--- src/rtl/sdcr_pkg.sv ---
package sdcr_pkg;
  localparam int REG_AW = 16;
  localparam logic [15:0] CTL_REG = 16'h80A0;
  localparam logic [15:0] ADR_REG = 16'h80A1;
  localparam logic [15:0] DAT_REG = 16'h80A2;
  localparam logic [11:0] WIN_OFF = 12'h800;
  localparam logic [15:0] GO_RD   = 16'h0001;
  localparam logic [15:0] GO_WR   = 16'h0003;

  typedef enum logic [2:0] {
    S_IDLE, S_POLL, S_GAP, S_ADDR, S_DATA, S_START, S_READ, S_DONE
  } seq_e;

  typedef enum logic [1:0] {X_IDLE, X_SEL, X_ACC} xst_e;
endpackage

--- src/rtl/sdcr_win_xfer.sv ---
module sdcr_win_xfer import sdcr_pkg::*; #(
  parameter int DW     = 16,
  parameter int DEV_W  = 5,
  parameter int BUS_AW = 12
) (
  input  logic              clk_i,
  input  logic              rst_ni,
  input  logic              go_i,
  input  logic              we_i,
  input  logic [REG_AW-1:0] reg_addr_i,
  input  logic [DW-1:0]     wdata_i,
  input  logic [DEV_W-1:0]  dev_i,
  output logic              done_o,
  output logic [DW-1:0]     rdata_o,
  output logic              bus_req_o,
  output logic              bus_we_o,
  output logic [BUS_AW-1:0] bus_addr_o,
  output logic [DW-1:0]     bus_wdata_o,
  input  logic              bus_ack_i,
  input  logic [DW-1:0]     bus_rdata_i
);
  localparam int WORD_W = DEV_W + 7;

  xst_e st_q;
  logic [WORD_W-1:0] page_word;

  assign page_word = {dev_i, reg_addr_i[15:9]};

  always_ff @(posedge clk_i or negedge rst_ni) begin
    if (!rst_ni) st_q <= X_IDLE;
    else begin
      case (st_q)
        X_IDLE:  if (go_i) st_q <= X_SEL;
        X_SEL:   if (bus_ack_i) st_q <= X_ACC;
        X_ACC:   if (bus_ack_i) st_q <= X_IDLE;
        default: st_q <= X_IDLE;
      endcase
    end
  end

  // page select and register access go out back to back
  assign bus_req_o   = (st_q != X_IDLE);
  assign bus_we_o    = (st_q == X_SEL) | we_i;
  assign bus_addr_o  = (st_q == X_SEL) ? BUS_AW'(WIN_OFF)
                                       : BUS_AW'({reg_addr_i[8:0], 2'b00});
  assign bus_wdata_o = (st_q == X_SEL) ? DW'(page_word) : wdata_i;
  assign done_o      = (st_q == X_ACC) && bus_ack_i;
  assign rdata_o     = bus_rdata_i;

  p_req_hold_r9: assert property (@(posedge clk_i) disable iff (!rst_ni)
    bus_req_o && !bus_ack_i |=> bus_req_o && $stable(bus_addr_o)
                                && $stable(bus_we_o) && $stable(bus_wdata_o));

  p_pair_atomic_r1: assert property (@(posedge clk_i) disable iff (!rst_ni)
    $fell(bus_req_o) |-> $past(bus_addr_o) != BUS_AW'(WIN_OFF));
endmodule

--- src/rtl/sdcr_poll_timer.sv ---
module sdcr_poll_timer #(
  parameter int POLL_LIMIT = 1000,
  parameter int POLL_GAP   = 4
) (
  input  logic clk_i,
  input  logic rst_ni,
  input  logic clr_i,
  input  logic busy_hit_i,
  output logic gap_done_o,
  output logic last_try_o
);
  localparam int TW = $clog2(POLL_LIMIT + 1);
  localparam int GW = $clog2(POLL_GAP + 1);

  logic [TW-1:0] tries_q;
  logic [GW-1:0] gap_q;

  always_ff @(posedge clk_i or negedge rst_ni) begin
    if (!rst_ni) begin
      tries_q <= '0;
      gap_q   <= '0;
    end else begin
      if (clr_i)           tries_q <= '0;
      else if (busy_hit_i) tries_q <= tries_q + TW'(1);
      if (busy_hit_i)      gap_q <= GW'(POLL_GAP - 1);
      else if (gap_q != 0) gap_q <= gap_q - GW'(1);
    end
  end

  assign gap_done_o = (gap_q == 0);
  assign last_try_o = (tries_q == TW'(POLL_LIMIT - 1));

  p_try_cap_r6: assert property (@(posedge clk_i) disable iff (!rst_ni)
    tries_q <= TW'(POLL_LIMIT));
endmodule

--- src/rtl/sdcr_access_master.sv ---
module sdcr_access_master import sdcr_pkg::*; #(
  parameter int DW         = 16,
  parameter int DEV_W      = 5,
  parameter int BUS_AW     = 12,
  parameter int POLL_LIMIT = 1000,
  parameter int POLL_GAP   = 4
) (
  input  logic              clk_i,
  input  logic              rst_ni,
  input  logic [DEV_W-1:0]  dev_id_i,
  input  logic              cmd_req_i,
  input  logic              cmd_we_i,
  input  logic [REG_AW-1:0] cmd_addr_i,
  input  logic [DW-1:0]     cmd_wdata_i,
  output logic              cmd_ack_o,
  output logic [DW-1:0]     cmd_rdata_o,
  output logic              cmd_timeout_o,
  output logic              bus_req_o,
  output logic              bus_we_o,
  output logic [BUS_AW-1:0] bus_addr_o,
  output logic [DW-1:0]     bus_wdata_o,
  input  logic              bus_ack_i,
  input  logic [DW-1:0]     bus_rdata_i
);
  seq_e st_q;
  logic we_q, post_q, to_q;
  logic [REG_AW-1:0] addr_q;
  logic [DW-1:0] wdata_q, rdata_q;

  logic x_go, x_we, x_done;
  logic [REG_AW-1:0] x_addr;
  logic [DW-1:0] x_wdata, x_rdata;
  logic busy_hit, gap_done, last_try, tmr_clr;

  always_comb begin
    x_go    = 1'b1;
    x_we    = 1'b0;
    x_addr  = CTL_REG;
    x_wdata = '0;
    case (st_q)
      S_POLL:  ;
      S_ADDR:  begin x_we = 1'b1; x_addr = ADR_REG; x_wdata = DW'(addr_q); end
      S_DATA:  begin x_we = 1'b1; x_addr = DAT_REG; x_wdata = wdata_q; end
      S_START: begin x_we = 1'b1; x_wdata = we_q ? DW'(GO_WR) : DW'(GO_RD); end
      S_READ:  x_addr = DAT_REG;
      default: x_go = 1'b0;
    endcase
  end

  assign busy_hit = (st_q == S_POLL) && x_done && x_rdata[0];
  assign tmr_clr  = (st_q == S_IDLE) || (st_q == S_START);

  always_ff @(posedge clk_i or negedge rst_ni) begin
    if (!rst_ni) begin
      st_q    <= S_IDLE;
      we_q    <= 1'b0;
      post_q  <= 1'b0;
      to_q    <= 1'b0;
      addr_q  <= '0;
      wdata_q <= '0;
      rdata_q <= '0;
    end else begin
      case (st_q)
        S_IDLE: if (cmd_req_i) begin
          we_q    <= cmd_we_i;
          addr_q  <= cmd_addr_i;
          wdata_q <= cmd_wdata_i;
          post_q  <= 1'b0;
          to_q    <= 1'b0;
          st_q    <= S_POLL;
        end
        S_POLL: if (x_done) begin
          if (x_rdata[0]) begin
            if (last_try) begin to_q <= 1'b1; st_q <= S_DONE; end
            else st_q <= S_GAP;
          end else st_q <= post_q ? S_READ : S_ADDR;
        end
        S_GAP:   if (gap_done) st_q <= S_POLL;
        S_ADDR:  if (x_done) st_q <= we_q ? S_DATA : S_START;
        S_DATA:  if (x_done) st_q <= S_START;
        S_START: if (x_done) begin
          // writes do not wait for completion
          if (we_q) st_q <= S_DONE;
          else begin post_q <= 1'b1; st_q <= S_POLL; end
        end
        S_READ: if (x_done) begin rdata_q <= x_rdata; st_q <= S_DONE; end
        default: st_q <= S_IDLE;
      endcase
    end
  end

  assign cmd_ack_o     = (st_q == S_DONE);
  assign cmd_timeout_o = (st_q == S_DONE) && to_q;
  assign cmd_rdata_o   = rdata_q;

  sdcr_win_xfer #(.DW(DW), .DEV_W(DEV_W), .BUS_AW(BUS_AW)) u_xfer (
    .clk_i, .rst_ni,
    .go_i(x_go), .we_i(x_we), .reg_addr_i(x_addr), .wdata_i(x_wdata),
    .dev_i(dev_id_i), .done_o(x_done), .rdata_o(x_rdata),
    .bus_req_o, .bus_we_o, .bus_addr_o, .bus_wdata_o,
    .bus_ack_i, .bus_rdata_i
  );

  sdcr_poll_timer #(.POLL_LIMIT(POLL_LIMIT), .POLL_GAP(POLL_GAP)) u_tmr (
    .clk_i, .rst_ni, .clr_i(tmr_clr), .busy_hit_i(busy_hit),
    .gap_done_o(gap_done), .last_try_o(last_try)
  );

  p_ack_pulse_r7: assert property (@(posedge clk_i) disable iff (!rst_ni)
    cmd_ack_o |=> !cmd_ack_o);

  p_ack_has_req_r8: assert property (@(posedge clk_i) disable iff (!rst_ni)
    cmd_ack_o |-> $past(cmd_req_i));

  p_gap_quiet_r5: assert property (@(posedge clk_i) disable iff (!rst_ni)
    st_q == S_GAP |-> !bus_req_o);

  p_to_after_busy_r6: assert property (@(posedge clk_i) disable iff (!rst_ni)
    cmd_timeout_o |-> $past(bus_ack_i) && $past(bus_rdata_i[0]));
endmodule

--- config.mk ---
export PLATFORM = sky130hd
export DESIGN_NAME = sdcr_access_master
export DESIGN_NICKNAME = d
export VERILOG_FILES = /design/src/rtl/sdcr_pkg.sv /design/src/rtl/sdcr_win_xfer.sv /design/src/rtl/sdcr_poll_timer.sv /design/src/rtl/sdcr_access_master.sv
export SDC_FILE = /design/constraint.sdc
export NUM_CORES = 1
export LEC_CHECK = 0
export CORE_MARGIN = 3
export CORE_UTILIZATION = 44
export CTS_BUF_LIST = sky130_fd_sc_hd__clkbuf_4 sky130_fd_sc_hd__clkbuf_8
export CTS_CLUSTER_DIAMETER = 40
export CTS_CLUSTER_SIZE = 24
export DETAILED_ROUTE_END_ITERATION = 8
export PLACE_DENSITY = 0.82
export SYNTH_ARGS = -nofsm -noshare
export SYNTH_HDL_FRONTEND = slang
export SYNTH_SLANG_ARGS = --single-unit
--- constraint.sdc ---
create_clock -name clk_i -period 2 [get_ports clk_i]
set_clock_uncertainty 0.05 [all_clocks]
set_input_delay 0.6 -clock clk_i [delete_from_list [all_inputs] [get_ports clk_i]]
set_output_delay 0.6 -clock clk_i [all_outputs]
set_load 0.01 [all_outputs]
==> impl_metrics.toml <==
[placed_design]
hpwlAfterDp_um = 6059
place_congestion = 0.8401
port_buffers = 98

[synthesis]
ys_types = 50
syn_avg_cell_area_um2 = 11.49
ys.warnings.count = 0
synth_seq_cells = 69
synth_top_cell_by_area = "dfrtp_1"
synth_cells = 297
ys_top_cells_by_area = "dfrtp_1 51%, mux2_2 16%, nor2_1 4.1%"
async_flop_share = 1.000
synth_ff_type = "dfrtp_1"
synth_area_mm2 = 0.003413
ys_top_cells_by_count = "69 x dfrtp_1, 48 x mux2_2, 37 x nor2_1"
ys_seq_area_frac = 0.5059
yosysTopAreaCellShare = 0.5059
synth_most_common_cell = "dfrtp_1"
synth_edf_count = 0

[clock_tree]
cts_root_buf = "clkbuf_8"
cts_num_sinks = 69
cts_tree = "built"
clock_latency_ps = 360
h-tree-depth = 3
ctsHoldBuffers = 0
cts-buffers-inserted = 9
clk_path_buf_depth = 2
path_clk_slew_ps = 100

[worst_setup_path]
arrival_ps = 1740
crit_required_ps = 1350
path_max_fanout = 4
crit_type = "reg2out"
startpoint_type = "flop"
critPathCaptureType = "primary output"

[routing]
dr.pass1.iters = 4
drc_errors = 0
vias_per_cell = 5.360
drt-met1-wl_um = 4052
postRouteWirelength_um = 10080
num_vias = 2964
routed.top_layer = "met4"
met3_length_um = 720
drt_iter0_markers = 187
wl_met2_um = 5155
routedWlPerCell_um = 18.22
detail-route-antenna-nets = 0

[timing]
worst_slack_ps = -387.0
hold_violations = 0
post-route-period-util = 1.193
slew_violations = 0
finalSetupTns_ps = -10120
period_needed_ps = 2387
final-setup-viol-count = 54
rsz0062_at_grt = "yes"
fin_hold_ws_ps = 74.72
fmax_mhz = 418.9

[finish]
seq_area_mm2 = 0.001727
diodes = 0
multiInputGateArea_mm2 = 0.001718
final.fill_count = 509
nets = 510
area_growth_pct = 56.89
drive_gt1_frac = 0.4075

[pwr]
vdd_drop_max_mv = 0.5497
finalPower_w = 0.006170
cellPowerDensity_mw_per_mm2 = 1152
power.leakage_nw = 2.424

[grt]
grt_pass1_vias = 2934
antenna_found_initial = 0
grt_pass1_wl_um = 14100
overflow = 0
grt_use_total = 0.2059
grt_start_max_net_pins = 36

[floorplanning]
die_y_um = 94.08
row_count = 31
core-area_mm2 = 0.007370
io_pins = 106
die_x_um = 94.08
die-area_mm2 = 0.008850
start_util = 0.4632

[job]
maxCapViolations = 0

[run_status]
status = "complete, but fails checks"
violations = "negative setup slack"

[min_path]
min_path_type = "in2async"
## cell usage in the layout, fill, tap and decap left out, types with 3 or more instances in the layout
cell type / netlist / final
clkdlybuf4s50_1: 0 / 72
dfrtp_1: 69 / 69
mux2_2: 48 / 39
nor2_1: 37 / 34
buf_4: 12 / 30
buf_2: 2 / 23
buf_6: 3 / 14
mux2_4: 0 / 11
buf_12: 0 / 10
nand2_1: 10 / 9
clkbuf_8: 0 / 9
inv_1: 9 / 7
conb_1: 1 / 7
a21oi_1: 7 / 6
o21ai_0: 6 / 6
a22oi_2: 0 / 5
a221oi_2: 0 / 5
nand2b_1: 7 / 5
xor2_1: 5 / 5
nand3_1: 4 / 4
a22oi_1: 8 / 3
o211ai_1: 3 / 3
and4_1: 3 / 3
o31ai_1: 3 / 3
nor2b_1: 3 / 3
xnor2_1: 3 / 3
nand4_1: 3 / 3
ha_1: 3 / 3
clkinvlp_4: 0 / 3
clkbuf_16: 0 / 3
## logic make-up (layout without fill, tap and decap cells)
| group | Yosys count | after routing | share of synthesized area |
|---|---|---|---|
| AO/OA/AOI/OAI | 42 | 42 | 0.08688 |
| XOR/XNOR | 8 | 8 | 0.02053 |
| adder cells (fa/ha/maj) | 3 | 3 | 0.01100 |
| buffers and inverters | 31 | 182 | 0.05462 |
| flip-flops | 69 | 69 | 0.5059 |
| multiplexers | 52 | 52 | 0.1708 |
| other | 1 | 7 | 0.001099 |
| AND/OR/NAND/NOR | 91 | 91 | 0.1492 |
## through the flow
| step | worst slack, ps | instances | utilization | area, µm² |
|---|---|---|---|---|
| after floorplan | 7.680 | 303 | - | 3441 |
| after global placement | -472.8 | 513 | 0.6443 | 4748 |
| after detailed placement | -469.7 | 513 | 0.6443 | 4748 |
| after CTS | -336.1 | 540 | 0.6857 | 5054 |
| after global routing | -469.2 | 553 | 0.7267 | 5355 |
| final | -387.0 | 553 | 0.7267 | 5355 |
## registers in the layout, indices dropped and copies added (netlist names)
signal and cells:
wdata_q 16, u_xfer.st_q 2, addr_q 16, post_q 1
u_tmr.tries_q 10, to_q 1, u_tmr.gap_q 3, cmd_rdata_o 16
st_q 3, we_q 1
## where the power goes
group | switching (W) | total [W] | internal [W]
Combinational | 0.00132 | 0.00301 | 0.00169
Sequential | 0.000298 | 0.00213 | 0.00183
Clock | 0.000580 | 0.00103 | 0.000451
Total | 0.00220 | 0.00617 | 0.00397
## worst paths after layout
kind | depth (start not counted) | endpoint | slack, ps | start
worst min register to register | 1 | wdata_q[1]$_DFFE_PN0P_ | 470 | wdata_q[1]$_DFFE_PN0P_
max in group asynchronous | 2 | u_tmr.gap_q[0]$_DFFE_PN0P_ | 1340 | rst_ni
worst max-delay path | 7 | bus_wdata_o[8] | -390 | st_q[0]$_DFFE_PN0P_
worst max register to register | 8 | wdata_q[8]$_DFFE_PN0P_ | -200 | st_q[2]$_DFFE_PN0P_
min in group clk_i | 1 | wdata_q[1]$_DFFE_PN0P_ | 470 | wdata_q[1]$_DFFE_PN0P_
worst min-delay path | 1 | cmd_rdata_o[2]$_DFFE_PN0P_ | 70 | rst_ni
## final cells by class
type                            count  share of cell area
Clock buffer                        9             0.02313
Clock inverter                      7            0.009346
Inverter                            9            0.007710
Multi-Input combinational cell    203              0.3208
Sequential cell                    69              0.3224
Tap cell                           99             0.02313
Timing Repair Buffer              157              0.2935
## metal layers
| layer | up-vias | GRT usage |
|---|---|---|
| met5 | - | 0 |
| met1 | 1472 | 0.2586 |
| met2 | 128 | 0.3389 |
| met4 | 0 | 0.08905 |
| met3 | 15 | 0.04808 |
| li1 | 1349 | - |
## what timing repair did
action                                  in CTS  in global routing
gates resized for setup                    127                 32
pin swaps                                   13                 12
setup buffers                               10                  7
endpoints found under the setup margin      25                 61
gates cloned                                 2                  6
## critical path, stage by stage, from the launching register on
cell	delay, ps
dfrtp_1	430
nand2_2	120
nor2_4	70
buf_12	130
buf_12	120
a221oi_2	280
nor2_1	80
buf_2	140
Note: power is estimated with default switching activity, not from simulation.
